## src/rtl/idec_pkg.sv

```systemverilog
package idec_pkg;
  parameter int WORD_W = 16;
  parameter int PC_W   = 16;
  localparam int OP_W   = WORD_W / 2;
  localparam int RIDX_W = 4;
  localparam int SHORT_IMM_W = 8;
  localparam int LONG_IMM_W  = 12;
  localparam logic [WORD_W-1:0] HALT_WORD = 16'h0F00;

  typedef struct packed {
    logic [PC_W-1:0]   pc;
    logic [OP_W-1:0]   alu_op;
    logic [WORD_W-1:0] imm;
    logic [RIDX_W-1:0] dst;
    logic              dst_vld;
    logic [RIDX_W-1:0] src;
    logic              src_vld;
    logic              wb_en;
    logic              wb_mem;
    logic              mem_acc;
    logic              mem_wr;
    logic              addr_sel;
    logic              halt;
  } idec_rec_t;
endpackage

```

## src/rtl/idec_regsel.sv

```systemverilog
module idec_regsel
  import idec_pkg::*;
(
  input  logic [WORD_W-1:0] instr,
  output logic [RIDX_W-1:0] dst,
  output logic              dst_vld,
  output logic [RIDX_W-1:0] src,
  output logic              src_vld
);
  logic [OP_W-1:0] op;
  logic            has_regs;
  logic            wide_dst;
  logic            needs_src;

  assign op = instr[WORD_W-1 -: OP_W];

  always_comb begin
    has_regs  = (op >= 8'h10) && (op <= 8'h7F);
    wide_dst  = (op[7:5] == 3'b010);
    needs_src = (op < 8'h12) || ((op >= 8'h16) && (op <= 8'h22)) ||
                (op == 8'h30) || (op >= 8'h60);
    dst_vld   = has_regs;
    src_vld   = has_regs && needs_src;
    dst       = '0;
    src       = '0;
    if (has_regs) dst = wide_dst ? instr[11:8] : instr[7:4];
    if (src_vld)  src = instr[RIDX_W-1:0];
  end
endmodule

```

## src/rtl/idec_ctrl.sv

```systemverilog
module idec_ctrl
  import idec_pkg::*;
(
  input  logic [WORD_W-1:0] instr,
  output logic [OP_W-1:0]   alu_op,
  output logic [WORD_W-1:0] imm,
  output logic              wb_en,
  output logic              wb_mem,
  output logic              mem_acc,
  output logic              mem_wr,
  output logic              addr_sel,
  output logic              halt
);
  logic [3:0] cls;
  logic [2:0] grp;

  assign alu_op = instr[WORD_W-1 -: OP_W];
  assign cls    = instr[WORD_W-1 -: 4];
  assign grp    = instr[WORD_W-1 -: 3];

  always_comb begin
    wb_en    = (cls >= 4'd1) && (cls <= 4'd6) && (alu_op != 8'h16);
    wb_mem   = (cls == 4'd6);
    mem_acc  = (grp == 3'd3);
    mem_wr   = (cls == 4'd7);
    addr_sel = mem_wr;
    halt     = (instr == HALT_WORD);
    if (grp == 3'd2)
      imm = {{(WORD_W-SHORT_IMM_W){1'b0}}, instr[SHORT_IMM_W-1:0]};
    else if (cls >= 4'd8)
      imm = {{(WORD_W-LONG_IMM_W){instr[LONG_IMM_W-1]}}, instr[LONG_IMM_W-1:0]};
    else
      imm = '0;
  end

  always_comb begin
    if (mem_wr) assert_wr_implies_acc_R6: assert (mem_acc);
    if (halt)   assert_halt_no_wb_R8: assert (!wb_en && !mem_acc);
  end
endmodule

```

## src/rtl/idec_stage.sv

```systemverilog
module idec_stage
  import idec_pkg::*;
(
  input  logic      clk,
  input  logic      rst_n,
  input  logic      flush,
  input  logic      in_valid,
  output logic      in_ready,
  input  idec_rec_t in_rec,
  output logic      out_valid,
  input  logic      out_ready,
  output idec_rec_t out_rec
);
  logic drain;

  assign drain    = !out_valid || out_ready;
  assign in_ready = drain && !flush;

  always_ff @(posedge clk) begin
    if (!rst_n) begin
      out_valid <= 1'b0;
      out_rec   <= '0;
    end else if (flush) begin
      out_valid <= 1'b0;
    end else if (drain) begin
      out_valid <= in_valid;
      if (in_valid) out_rec <= in_rec;
    end
  end

  assert_flush_clears_R11: assert property (@(posedge clk) disable iff (!rst_n)
    flush |=> !out_valid);
  assert_stall_holds_R10: assert property (@(posedge clk) disable iff (!rst_n)
    (out_valid && !out_ready && !flush) |=> (out_valid && $stable(out_rec)));
  assert_take_loads_R9: assert property (@(posedge clk) disable iff (!rst_n)
    (in_valid && in_ready) |=> (out_valid && out_rec == $past(in_rec)));
endmodule

```

## src/rtl/instr_decoder.sv

```systemverilog
module instr_decoder
  import idec_pkg::*;
(
  input  logic                clk,
  input  logic                rst_n,
  input  logic                flush,
  input  logic                in_valid,
  output logic                in_ready,
  input  logic [WORD_W-1:0]   in_instr,
  input  logic [PC_W-1:0]     in_pc,
  output logic                out_valid,
  input  logic                out_ready,
  output logic [PC_W-1:0]     out_pc,
  output logic [OP_W-1:0]     out_alu_op,
  output logic [WORD_W-1:0]   out_imm,
  output logic [RIDX_W-1:0]   out_dst,
  output logic                out_dst_vld,
  output logic [RIDX_W-1:0]   out_src,
  output logic                out_src_vld,
  output logic                out_wb_en,
  output logic                out_wb_mem,
  output logic                out_mem_acc,
  output logic                out_mem_wr,
  output logic                out_addr_sel,
  output logic                out_halt
);
  idec_rec_t dec_rec;
  idec_rec_t held_rec;

  assign dec_rec.pc = in_pc;

  idec_regsel u_regsel (
    .instr   (in_instr),
    .dst     (dec_rec.dst),
    .dst_vld (dec_rec.dst_vld),
    .src     (dec_rec.src),
    .src_vld (dec_rec.src_vld)
  );

  idec_ctrl u_ctrl (
    .instr    (in_instr),
    .alu_op   (dec_rec.alu_op),
    .imm      (dec_rec.imm),
    .wb_en    (dec_rec.wb_en),
    .wb_mem   (dec_rec.wb_mem),
    .mem_acc  (dec_rec.mem_acc),
    .mem_wr   (dec_rec.mem_wr),
    .addr_sel (dec_rec.addr_sel),
    .halt     (dec_rec.halt)
  );

  idec_stage u_stage (
    .clk       (clk),
    .rst_n     (rst_n),
    .flush     (flush),
    .in_valid  (in_valid),
    .in_ready  (in_ready),
    .in_rec    (dec_rec),
    .out_valid (out_valid),
    .out_ready (out_ready),
    .out_rec   (held_rec)
  );

  assign out_pc       = held_rec.pc;
  assign out_alu_op   = held_rec.alu_op;
  assign out_imm      = held_rec.imm;
  assign out_dst      = held_rec.dst;
  assign out_dst_vld  = held_rec.dst_vld;
  assign out_src      = held_rec.src;
  assign out_src_vld  = held_rec.src_vld;
  assign out_wb_en    = held_rec.wb_en;
  assign out_wb_mem   = held_rec.wb_mem;
  assign out_mem_acc  = held_rec.mem_acc;
  assign out_mem_wr   = held_rec.mem_wr;
  assign out_addr_sel = held_rec.addr_sel;
  assign out_halt     = held_rec.halt;

  assert_src_needs_dst_R4: assert property (@(posedge clk) disable iff (!rst_n)
    (out_valid && out_src_vld) |-> out_dst_vld);
  assert_wbmem_is_access_R5: assert property (@(posedge clk) disable iff (!rst_n)
    (out_valid && out_wb_mem) |-> (out_mem_acc && out_wb_en));
  assert_halt_has_no_regs_R2: assert property (@(posedge clk) disable iff (!rst_n)
    (out_valid && out_halt) |-> (!out_dst_vld && !out_src_vld));
endmodule

```

## config.mk

```make
export PLATFORM = sky130hd
export DESIGN_NAME = instr_decoder
export DESIGN_NICKNAME = d
export VERILOG_FILES = /design/src/rtl/idec_pkg.sv /design/src/rtl/idec_regsel.sv /design/src/rtl/idec_ctrl.sv /design/src/rtl/idec_stage.sv /design/src/rtl/instr_decoder.sv
export SDC_FILE = /design/constraint.sdc
export NUM_CORES = 1
export LEC_CHECK = 0
export BUFFER_PORTS_ARGS = -buffer_cell sky130_fd_sc_hd__buf_4
export CAP_MARGIN = 10
export CORE_MARGIN = 2
export CORE_UTILIZATION = 54
export CTS_CLUSTER_SIZE = 25
export DETAILED_ROUTE_END_ITERATION = 10
export PLACE_DENSITY_LB_ADDON = 0.1
export SLEW_MARGIN = 20
export SYNTH_ARGS = -nofsm -noshare
export SYNTH_HDL_FRONTEND = slang
export SYNTH_HIERARCHICAL = 1
export SYNTH_SLANG_ARGS = --single-unit
```

## constraint.sdc

```tcl
create_clock -name clk -period 2.15 [get_ports clk]
set_input_delay 0 -clock clk [delete_from_list [all_inputs] [get_ports clk]]
set_output_delay 0 -clock clk [all_outputs]
set_load 0.1 [all_outputs]
```

==> flow_metrics.py <==
metrics = {
    "worst_setup_path": {
        "crit_fanout": 8,
        "crit_chain": "dlygate4sd3_1 > buf_4 > a2111oi_4 > o41ai_2 > a211oi_1 > nand2_1 > mux2i_1",
        "critPathBufInv": 2,
        "path_delay_family": "compound AO/OA/AOI/OAI gates",
        "crit_required_ns": 2.41,
        "r2r-start": "u_stage/out_valid",
        "crit_path_top_delay_cell": "dlygate4sd3_1",
        "reg2reg_to": "u_stage/out_rec[2]",
        "reg2reg_slack_ns": 0.75,
        "startpoint_type": "input port",
        "critPathArrivalTime_ns": 1.69,
        "crit_type": "input port to register",
        "worstRegToRegCells": 4,
        "critPathMaxStageDelay_ns": 0.54,
        "endpoint_kind": "register",
    },
    "logic_synthesis": {
        "synth_top_area_share": 0.4055,
        "netlist_area_um2": 2814,
        "seq_area_frac_synth": 0.4055,
        "ys_warn_count": 6,
        "syn_nets": 360,
        "synth_edf_count": 0,
        "syn_avg_cell_area_um2": 8.712,
        "synthArstFlopShare": 0,
        "ys_types": 32,
        "synth.area.top_cells": "dfxtp_1 (41%), mux2i_1 (20%), nand2_1 (16%)",
        "synthCells": 323,
        "synth_top_area_cell": "dfxtp_1",
        "ys_seq_elements": 57,
        "synth-main-ff-cell": "dfxtp_1",
    },
    "cts": {
        "clock_path_buffers": 2,
        "cts.sinks": 57,
        "cts_setup_buffers": 0,
        "insertion_delay_ns": 0.33,
        "path_clk_slew_ns": 0.06,
        "cts_tree": "yes",
        "cts_root_buf": "clkbuf_8",
        "tritoncts.num_buffers": 9,
        "cts_max_level": 3,
    },
    "sta": {
        "finalHoldViolCount": 0,
        "finalSetupViolations": 0,
        "clock-skew-final_ns": 0.005385,
        "hold_ws_ns": 0.03314,
        "finalCritPeriodShare": 0.6662,
        "slew_headroom": 0.6565,
        "grt_setup_unrepaired": "false",
        "timing.final.max_slew_violations": 0,
        "setup_tns_ns": 0,
        "tightest_slew_ns": 0.5152,
        "fmax_ghz": 0.6982,
        "fin_crit_ns": 1.432,
    },
    "final_layout": {
        "antenna_cells": 0,
        "syn_to_final_growth_pct": 36.15,
        "fin_nets": 459,
        "final_core_util": 0.7549,
        "drive_gt1_frac": 0.2770,
        "final_cells": 496,
        "final_area_um2": 3831,
    },
    "detailed_routing": {
        "drt_iter0_markers": 125,
        "drt_wl_total_mm": 6.262,
        "wl_per_cell_um": 12.63,
        "vias": 2387,
        "drcViolationCount": 0,
        "dr.pass1.iters": 4,
        "ant_nets": 0,
        "viasPerCell": 4.813,
    },
    "grt": {
        "grt_first_pass_wirelength_mm": 10.65,
        "grt_max_degree": 59,
        "grt_usage": 0.2254,
        "gr-total-overflow": 0,
        "grt_pass1_vias": 2308,
        "grt_antenna_before_repair": 0,
    },
    "floorplan": {
        "start_util": 0.5545,
        "die-height_um": 76.19,
        "rows": 26,
        "dieArea_um2": 5804,
        "ios": 95,
        "die_w_um": 76.19,
        "core_um2": 5075,
    },
    "worst_hold_path": {
        "min_to": "u_stage/out_rec[7]",
        "holdPathStages": 5,
        "hp-class": "input port to register",
        "min_from": "in_instr[0]",
    },
    "power_and_ir_drop": {
        "switching_share": 0.3211,
        "p_switching_mw": 0.8948,
        "seq_power_share": 0.402,
        "p_int_mw": 1.892,
        "p_per_area_nw_per_um2": 727.3,
        "ir_worst_vdd_mv": 0.5480,
        "clock_power_share": 0.352,
        "leakagePower_nw": 1.657,
        "combPwrFrac": 0.246,
    },
    "place": {
        "dpl.hpwl_mm": 3.906,
        "place_area_um2": 3386,
        "place_congestion": 0.7546,
        "dp_cells": 456,
        "io_buffers": 94,
    },
    "run": {
        "cap_violations": 0,
    },
    "status": {
        "outcome": "finished, final reports clean",
    },
}
[per-stage QoR]
| stage | power, mW | setup slack, ns |
|---|---|---|
| global placement | 1.784 | 0.8371 |
| finish | 2.787 | 0.7178 |
| global route | 2.896 | 0.5887 |
| detailed placement | 1.790 | 0.7850 |
| CTS | 2.803 | 0.7292 |
| floorplan | 1.653 | 0.2957 |
[registers in the layout, summed over array words and instances, names as in the netlist]
| register | cells |
|---|---|
| u_stage/out_rec | 56 |
| u_stage/out_valid | 1 |
[logic make-up after synthesis]
logic type | synth area share
mux | 0.1992
buf+inv | 0.1032
flops | 0.4055
compound gates | 0.05291
xor+xnor | 0.003113
simple gates | 0.2361
[cell type report]
class | instances | area, µm²
Multi-Input combinational cell | 226 | 1385
Tap cell | 70 | 87.58
Clock buffer | 12 | 155.1
Fill cell | 399 | 1244
Clock inverter | 3 | 40.04
Inverter | 7 | 26.28
Sequential cell | 57 | 1141
Timing Repair Buffer | 121 | 996.0
[repair_timing]
item	4_1_cts	5_1_grt
hold endpoints to repair	24	0
hold buffers	25	0
resized for setup	0	0
[synth_stat cells, drive strengths merged (5+ instances only)]
library cell  count
and2              5
a21oi             6
inv               7
dfxtp            57
nor2              6
nand2           118
nor2b            10
buf              24
a211oi            5
o21ai             5
mux2i            56
clkbuf            9
[worst register-to-register path: stages, from the launching register on]
cell and delay [ns]:
dfxtp_1 0.31, nor2b_4 0.14, nor3b_4 0.21, buf_12 0.34, mux2i_1 0.33
[power groups by stage]
stage,logic (mW),clock network (mW),registers [mW]
2_1_floorplan,0.214,0,1.44
3_3_place_gp,0.643,0,1.14
3_5_place_dp,0.648,0,1.14
4_1_cts,0.685,0.999,1.12
5_1_grt,0.721,1.05,1.12
6_report,0.685,0.982,1.12
[per-layer routing]
metal  up-vias  routed length [µm]  track usage  part of all wire
met4         0                 117      0.09818             0.019
met5         -                   0            0                 0
met2        70                2831       0.3571              0.45
met1      1066                2922       0.2818              0.47
met3        11                 390      0.07346             0.062
li1       1240                   -            -                 -
[worst max path at each step]
stage	slack (ns)	to	cells past startpoint	from
after floorplan	0.30	u_stage/out_rec[12]	5	u_stage/out_valid
after global placement	0.84	u_stage/out_rec[10]	4	u_stage/out_valid
after detailed placement	0.78	u_stage/out_rec[52]	4	u_stage/out_valid
after CTS	0.73	u_stage/out_rec[9]	7	in_instr[11]
after global routing	0.59	u_stage/out_rec[10]	7	in_instr[11]
final	0.72	u_stage/out_rec[9]	7	in_instr[9]
[layout by cell type, fill, tap and decap left out]
cell type,instances
clkbuf_8,11
clkinv_2,2
a21oi_2,1
nor4b_1,1
nand4bb_1,1
inv_2,1
nor4_1,2
inv_1,6
a311oi_1,1
nor3b_1,1
o21ai_0,4
nor2_1,5
and2_1,5
nor3_1,2
a2111oi_4,1
nand4_1,1
buf_12,2
dfxtp_1,57
a211oi_1,5
nor2b_4,1
a21oi_1,5
mux2i_1,56
nand2_1,118
bufinv_16,1
nor2_2,1
nor2b_1,9
o21ai_1,1
dlygate4sd3_1,25
xnor2_1,1
nor4b_2,1
nor3b_4,1
and2b_1,1
o41ai_2,1
clkbuf_1,1
buf_4,94
(Power assumes the default switching activity.)
